--- config.mk ---
export PLATFORM = sky130hd
export DESIGN_NAME = cfg_decoder
export DESIGN_NICKNAME = d
export VERILOG_FILES = /design/src/rtl/cfg_dec_pkg.sv /design/src/rtl/cfg_dec_route.sv /design/src/rtl/cfg_dec_group.sv /design/src/rtl/cfg_dec_outreg.sv /design/src/rtl/cfg_decoder.sv
export SDC_FILE = /design/constraint.sdc
export NUM_CORES = 1
export LEC_CHECK = 0
export CORE_AREA = 4 4 46 48
export DETAILED_ROUTE_END_ITERATION = 8
export DIE_AREA = 0 0 50 52
export PLACE_DENSITY = 0.63
export SETUP_SLACK_MARGIN = 0.4
export SLEW_MARGIN = 20
export SYNTH_ARGS = -nofsm -noshare
export SYNTH_HDL_FRONTEND = slang
export SYNTH_SLANG_ARGS = --single-unit
--- constraint.sdc ---
create_clock -name clk_i -period 1.35 [get_ports clk_i]
set_input_delay 0.2025 -clock clk_i [delete_from_list [all_inputs] [get_ports clk_i]]
set_output_delay 0.2025 -clock clk_i [all_outputs]
set_load 0.02 [all_outputs]
--- src/rtl/cfg_dec_pkg.sv ---
`timescale 1ns/1ps
package cfg_dec_pkg;
  localparam int unsigned NUM_GRP = 2;

  typedef enum logic {
    MODE_DUAL   = 1'b0,
    MODE_SINGLE = 1'b1
  } dec_mode_e;
endpackage

--- src/rtl/cfg_dec_route.sv ---
`timescale 1ns/1ps
module cfg_dec_route
  import cfg_dec_pkg::*;
#(
  parameter int unsigned SEL_W = 2
) (
  input  logic                            mode_i,
  input  logic [1:0]                      en_a_ni,
  input  logic [1:0]                      en_b_ni,
  input  logic [SEL_W-1:0]                addr_a_i,
  input  logic                            addr_top_i,
  input  logic [SEL_W-1:0]                addr_b_i,
  output logic [NUM_GRP-1:0]              grp_en_o,
  output logic [NUM_GRP-1:0][SEL_W-1:0]   grp_sel_o
);
  logic             en_lo, en_hi;
  logic [SEL_W-1:0] merged;

  assign en_lo  = ~|en_a_ni;
  assign en_hi  = ~|en_b_ni;
  // tied-low b address leaves the single-mode index untouched
  assign merged = addr_a_i | addr_b_i;

  always_comb begin
    if (dec_mode_e'(mode_i) == MODE_SINGLE) begin
      grp_en_o[0]  = en_lo & ~addr_top_i;
      grp_en_o[1]  = en_hi &  addr_top_i;
      grp_sel_o[0] = merged;
      grp_sel_o[1] = merged;
    end else begin
      grp_en_o[0]  = en_lo;
      grp_en_o[1]  = en_hi;
      grp_sel_o[0] = addr_a_i;
      grp_sel_o[1] = addr_b_i;
    end
  end
endmodule

--- src/rtl/cfg_dec_group.sv ---
`timescale 1ns/1ps
module cfg_dec_group #(
  parameter int unsigned SEL_W = 2,
  localparam int unsigned GRP_W = 1 << SEL_W
) (
  input  logic             en_i,
  input  logic [SEL_W-1:0] sel_i,
  input  logic             act_high_i,
  output logic [GRP_W-1:0] z_o,
  output logic [GRP_W-1:0] idle_o
);
  logic [GRP_W-1:0] hot;

  always_comb begin
    hot = '0;
    if (en_i) hot[sel_i] = 1'b1;
  end

  assign z_o    = act_high_i ? hot : ~hot;
  assign idle_o = act_high_i ? '0 : '1;
endmodule

--- src/rtl/cfg_dec_outreg.sv ---
`timescale 1ns/1ps
module cfg_dec_outreg #(
  parameter int unsigned W       = 8,
  parameter bit          REG_OUT = 1'b1
) (
  input  logic         clk_i,
  input  logic         rst_ni,
  input  logic [W-1:0] d_i,
  input  logic [W-1:0] idle_i,
  output logic [W-1:0] q_o
);
  if (REG_OUT) begin : g_reg
    logic         vld_q;
    logic [W-1:0] d_q;
    always_ff @(posedge clk_i or negedge rst_ni) begin
      if (!rst_ni) begin
        vld_q <= 1'b0;
        d_q   <= '0;
      end else begin
        vld_q <= 1'b1;
        d_q   <= d_i;
      end
    end
    // idle level follows live polarity until first capture
    assign q_o = vld_q ? d_q : idle_i;
  end else begin : g_comb
    logic unused_clk_rst;
    logic [W-1:0] unused_idle;
    assign unused_clk_rst = clk_i ^ rst_ni;
    assign unused_idle    = idle_i;
    assign q_o = d_i;
  end
endmodule

--- src/rtl/cfg_decoder.sv ---
`timescale 1ns/1ps
module cfg_decoder
  import cfg_dec_pkg::*;
#(
  parameter int unsigned SEL_W   = 2,
  parameter bit          REG_OUT = 1'b1,
  localparam int unsigned GRP_W  = 1 << SEL_W,
  localparam int unsigned OUT_W  = NUM_GRP * GRP_W
) (
  input  logic             clk_i,
  input  logic             rst_ni,
  input  logic             mode_i,
  input  logic [1:0]       en_a_ni,
  input  logic [1:0]       en_b_ni,
  input  logic [SEL_W-1:0] addr_a_i,
  input  logic             addr_top_i,
  input  logic [SEL_W-1:0] addr_b_i,
  input  logic             pol_a_i,
  input  logic             pol_b_i,
  input  logic             pol_c_i,
  output logic [OUT_W-1:0] z_o
);
  logic [NUM_GRP-1:0]            grp_en;
  logic [NUM_GRP-1:0][SEL_W-1:0] grp_sel;
  logic [NUM_GRP-1:0]            act_high;
  logic [OUT_W-1:0]              z_d;
  logic [OUT_W-1:0]              idle;

  assign act_high[0] = pol_a_i ^ pol_c_i;
  assign act_high[1] = pol_b_i ^ pol_c_i;

  cfg_dec_route #(.SEL_W(SEL_W)) u_route (
    .mode_i     (mode_i),
    .en_a_ni    (en_a_ni),
    .en_b_ni    (en_b_ni),
    .addr_a_i   (addr_a_i),
    .addr_top_i (addr_top_i),
    .addr_b_i   (addr_b_i),
    .grp_en_o   (grp_en),
    .grp_sel_o  (grp_sel)
  );

  for (genvar g = 0; g < NUM_GRP; g++) begin : g_grp
    cfg_dec_group #(.SEL_W(SEL_W)) u_group (
      .en_i       (grp_en[g]),
      .sel_i      (grp_sel[g]),
      .act_high_i (act_high[g]),
      .z_o        (z_d[g*GRP_W +: GRP_W]),
      .idle_o     (idle[g*GRP_W +: GRP_W])
    );
  end

  cfg_dec_outreg #(.W(OUT_W), .REG_OUT(REG_OUT)) u_outreg (
    .clk_i  (clk_i),
    .rst_ni (rst_ni),
    .d_i    (z_d),
    .idle_i (idle),
    .q_o    (z_o)
  );
endmodule

==> results.sh <==
export IMPL_wire_per_inst_um=11.3
export IMPL_grt_pass1_wl_um=2140
export IMPL_synthXorXnorAreaFrac=0.180
export IMPL_cp_data_arrival_time_ns=1.12
export IMPL_design_area_sq_um=982
export IMPL_drive_gt1_frac=0.553
export IMPL_final_setup_tns_ns=0
export IMPL_p_leak_nw=0.426
export IMPL_htreeDepth=1
export IMPL_yosysUniqueCellTypes=20
export IMPL_dr_first_iter_drc_count=2
export IMPL_cts_root_buffer="clkbuf_4"
export IMPL_synth_edf_count=0
export IMPL_worst_slack_ns=0.0239
export IMPL_cts_hold_buf=0
export IMPL_area_growth_synth_to_final_pct=72.5
export IMPL_synth_async_sr_flop_share=1.00
export IMPL_power_density_nw_per_um2=864
export IMPL_multi_input_area_sq_um=430
export IMPL_ys_ff_latch=9
export IMPL_outcome="completed"
export IMPL_timing_final_crit_period_ns=1.33
export IMPL_cts_sinks=9
export IMPL_overflow=0
export IMPL_grt_pass1_vias=538
export IMPL_nNetsFinal=101
export IMPL_num_rows=15
export IMPL_hold_viol=0
export IMPL_layout_common_cells="buf_6, a21o_1, dfrtp_1"
export IMPL_synth_top_family_by_area="compound AO/OA/AOI/OAI gates"
export IMPL_core_region_area_sq_um=1710
export IMPL_ioPinCount=23
export IMPL_fin_hold_ws_ns=0.232
export IMPL_dp_hpwl_um=1000
export IMPL_antenna_found_initial=0
export IMPL_syn_nets=68
export IMPL_synth_simple_gate_area_frac=0.154
export IMPL_grt_util_all_layers=0.109
export IMPL_io_buffers=22
export IMPL_ant_nets=0
export IMPL_finalPower_mw=0.848
export IMPL_max_freq_mhz=754
export IMPL_drtPass1Iterations=3
export IMPL_yosys_warnings=0
export IMPL_post_place_ws_ns=-0.667
export IMPL_fp_dieArea_sq_um=2600
export IMPL_setup_violations_final=0
export IMPL_syn_cell_area_sq_um=569
export IMPL_cts_tree="done"
export IMPL_totalWireLength_um=1240
export IMPL_netlist_instances=53
export IMPL_maxCapViolations=0
export IMPL_start_util=0.333
export IMPL_cp_required_ns=1.15
export IMPL_cts_made_buffers=3
export IMPL_n_antenna_cell=0
export IMPL_path_clk_slew_ns=0.06
export IMPL_grt_max_degree=11
export IMPL_fin_crit_sh=0.982
export IMPL_place_area_sq_um=888
export IMPL_clk_path_buf_depth=2
export IMPL_rsz0062_at_grt="yes"
export IMPL_die_h_um=52
export IMPL_synth_ff_type="dfrtp_1"
export IMPL_fp_dieW_um=50
export IMPL_ff_latch_area_sq_um=226
export IMPL_vias_per_cell=4.44
export IMPL_crit_path_end_kind="primary output"
export IMPL_critPathMaxFanout=10
export IMPL_synth_compound_area_frac=0.237
export IMPL_crit_path_start_kind="flip-flop"
export IMPL_drc_errors=0
export IMPL_vias=488
export IMPL_muxShareOfSynthArea=0
export IMPL_peakVddDrop_mv=0.283
export IMPL_avgSynthCellArea_sq_um=10.7
export IMPL_hold_class="in -> async"
export IMPL_final_common_cell="buf_6"
export IMPL_slew_viol_final=0
export IMPL_yosys_area_share_adder=0
export IMPL_worstSetupPathType="reg -> out"
export IMPL_seq_area_frac_synth=0.396
export IMPL_gp_congestion=0.724
export IMPL_fillCellCount=159
## final cells by class
type / count / area share
Clock buffer: 3 / 0.0229
Tap cell: 25 / 0.0318
Sequential cell: 9 / 0.231
Timing Repair Buffer: 30 / 0.271
Clock inverter: 1 / 0.00510
Multi-Input combinational cell: 42 / 0.438
## synthesized netlist by cell type (2+ instances only)
library cell  number  area [sq um]
xnor2_1            6          52.6
nor4_2             2          25.0
nor2_1             2          7.51
a21o_1            10          75.1
dfrtp_1            9           225
a211oi_2           2          25.0
xor2_1             2          17.5
nor3_1             3          15.0
a21oi_1            4          20.0
nand3_1            2          10.0
xor2_2             2          32.5
## path summary, 6_finish.rpt
check	slack (ns)	cells after the start	end	from
min in group clk_i	0.34	4	u_outreg.g_reg.d_q[4]$_DFF_PN0_	en_b_ni[0]
worst max-delay path	0.02	3	z_o[0]	u_outreg.g_reg.vld_q$_DFF_PN0_
worst min-delay path	0.23	1	u_outreg.g_reg.d_q[4]$_DFF_PN0_	rst_ni
max in group asynchronous	0.82	1	u_outreg.g_reg.vld_q$_DFF_PN0_	rst_ni
## sequential cells by signal, summed over array words and instances (netlist names)
register	cells
u_outreg.g_reg.vld_q	1
u_outreg.g_reg.d_q	8
## cell families after synthesis
family,Yosys count
compound gates,18
xor+xnor,10
other cells,1
buf+inv,2
simple gates,13
flops,9
## what timing repair did
action | in CTS | in global routing
cloned | 0 | 0
setup endpoints to repair | 16 | 13
pin swaps | 13 | 4
buffers inserted | 2 | 0
resized for setup | 88 | 9
## routing by layer
layer | part of all wire | routed length [um] | GRT usage
met1 | 0.36 | 451 | 0.112
met2 | 0.59 | 737 | 0.209
met3 | 0.044 | 55 | 0.0115
met4 | 0 | 0 | 0.0691
met5 | 0 | 0 | 0
## worst max-delay path: stages (launching register included)
cell and delay (ns):
dfrtp_2 0.49, nor2_4 0.14, a21o_1 0.12, buf_6 0.12
## metrics by stage
step	instances	util
floorplan	53	-
global route	110	0.575
detailed placement	104	0.520
global placement	104	0.520
CTS	110	0.576
finish	110	0.575
## power breakdown
group	leakage (nW)	total [mW]	internal (mW)	switching (mW)
combinational	0.305	0.330	0.172	0.158
sequential	0.104	0.316	0.302	0.0140
clock	0.0177	0.203	0.109	0.0935
(Power assumes the default switching activity.)
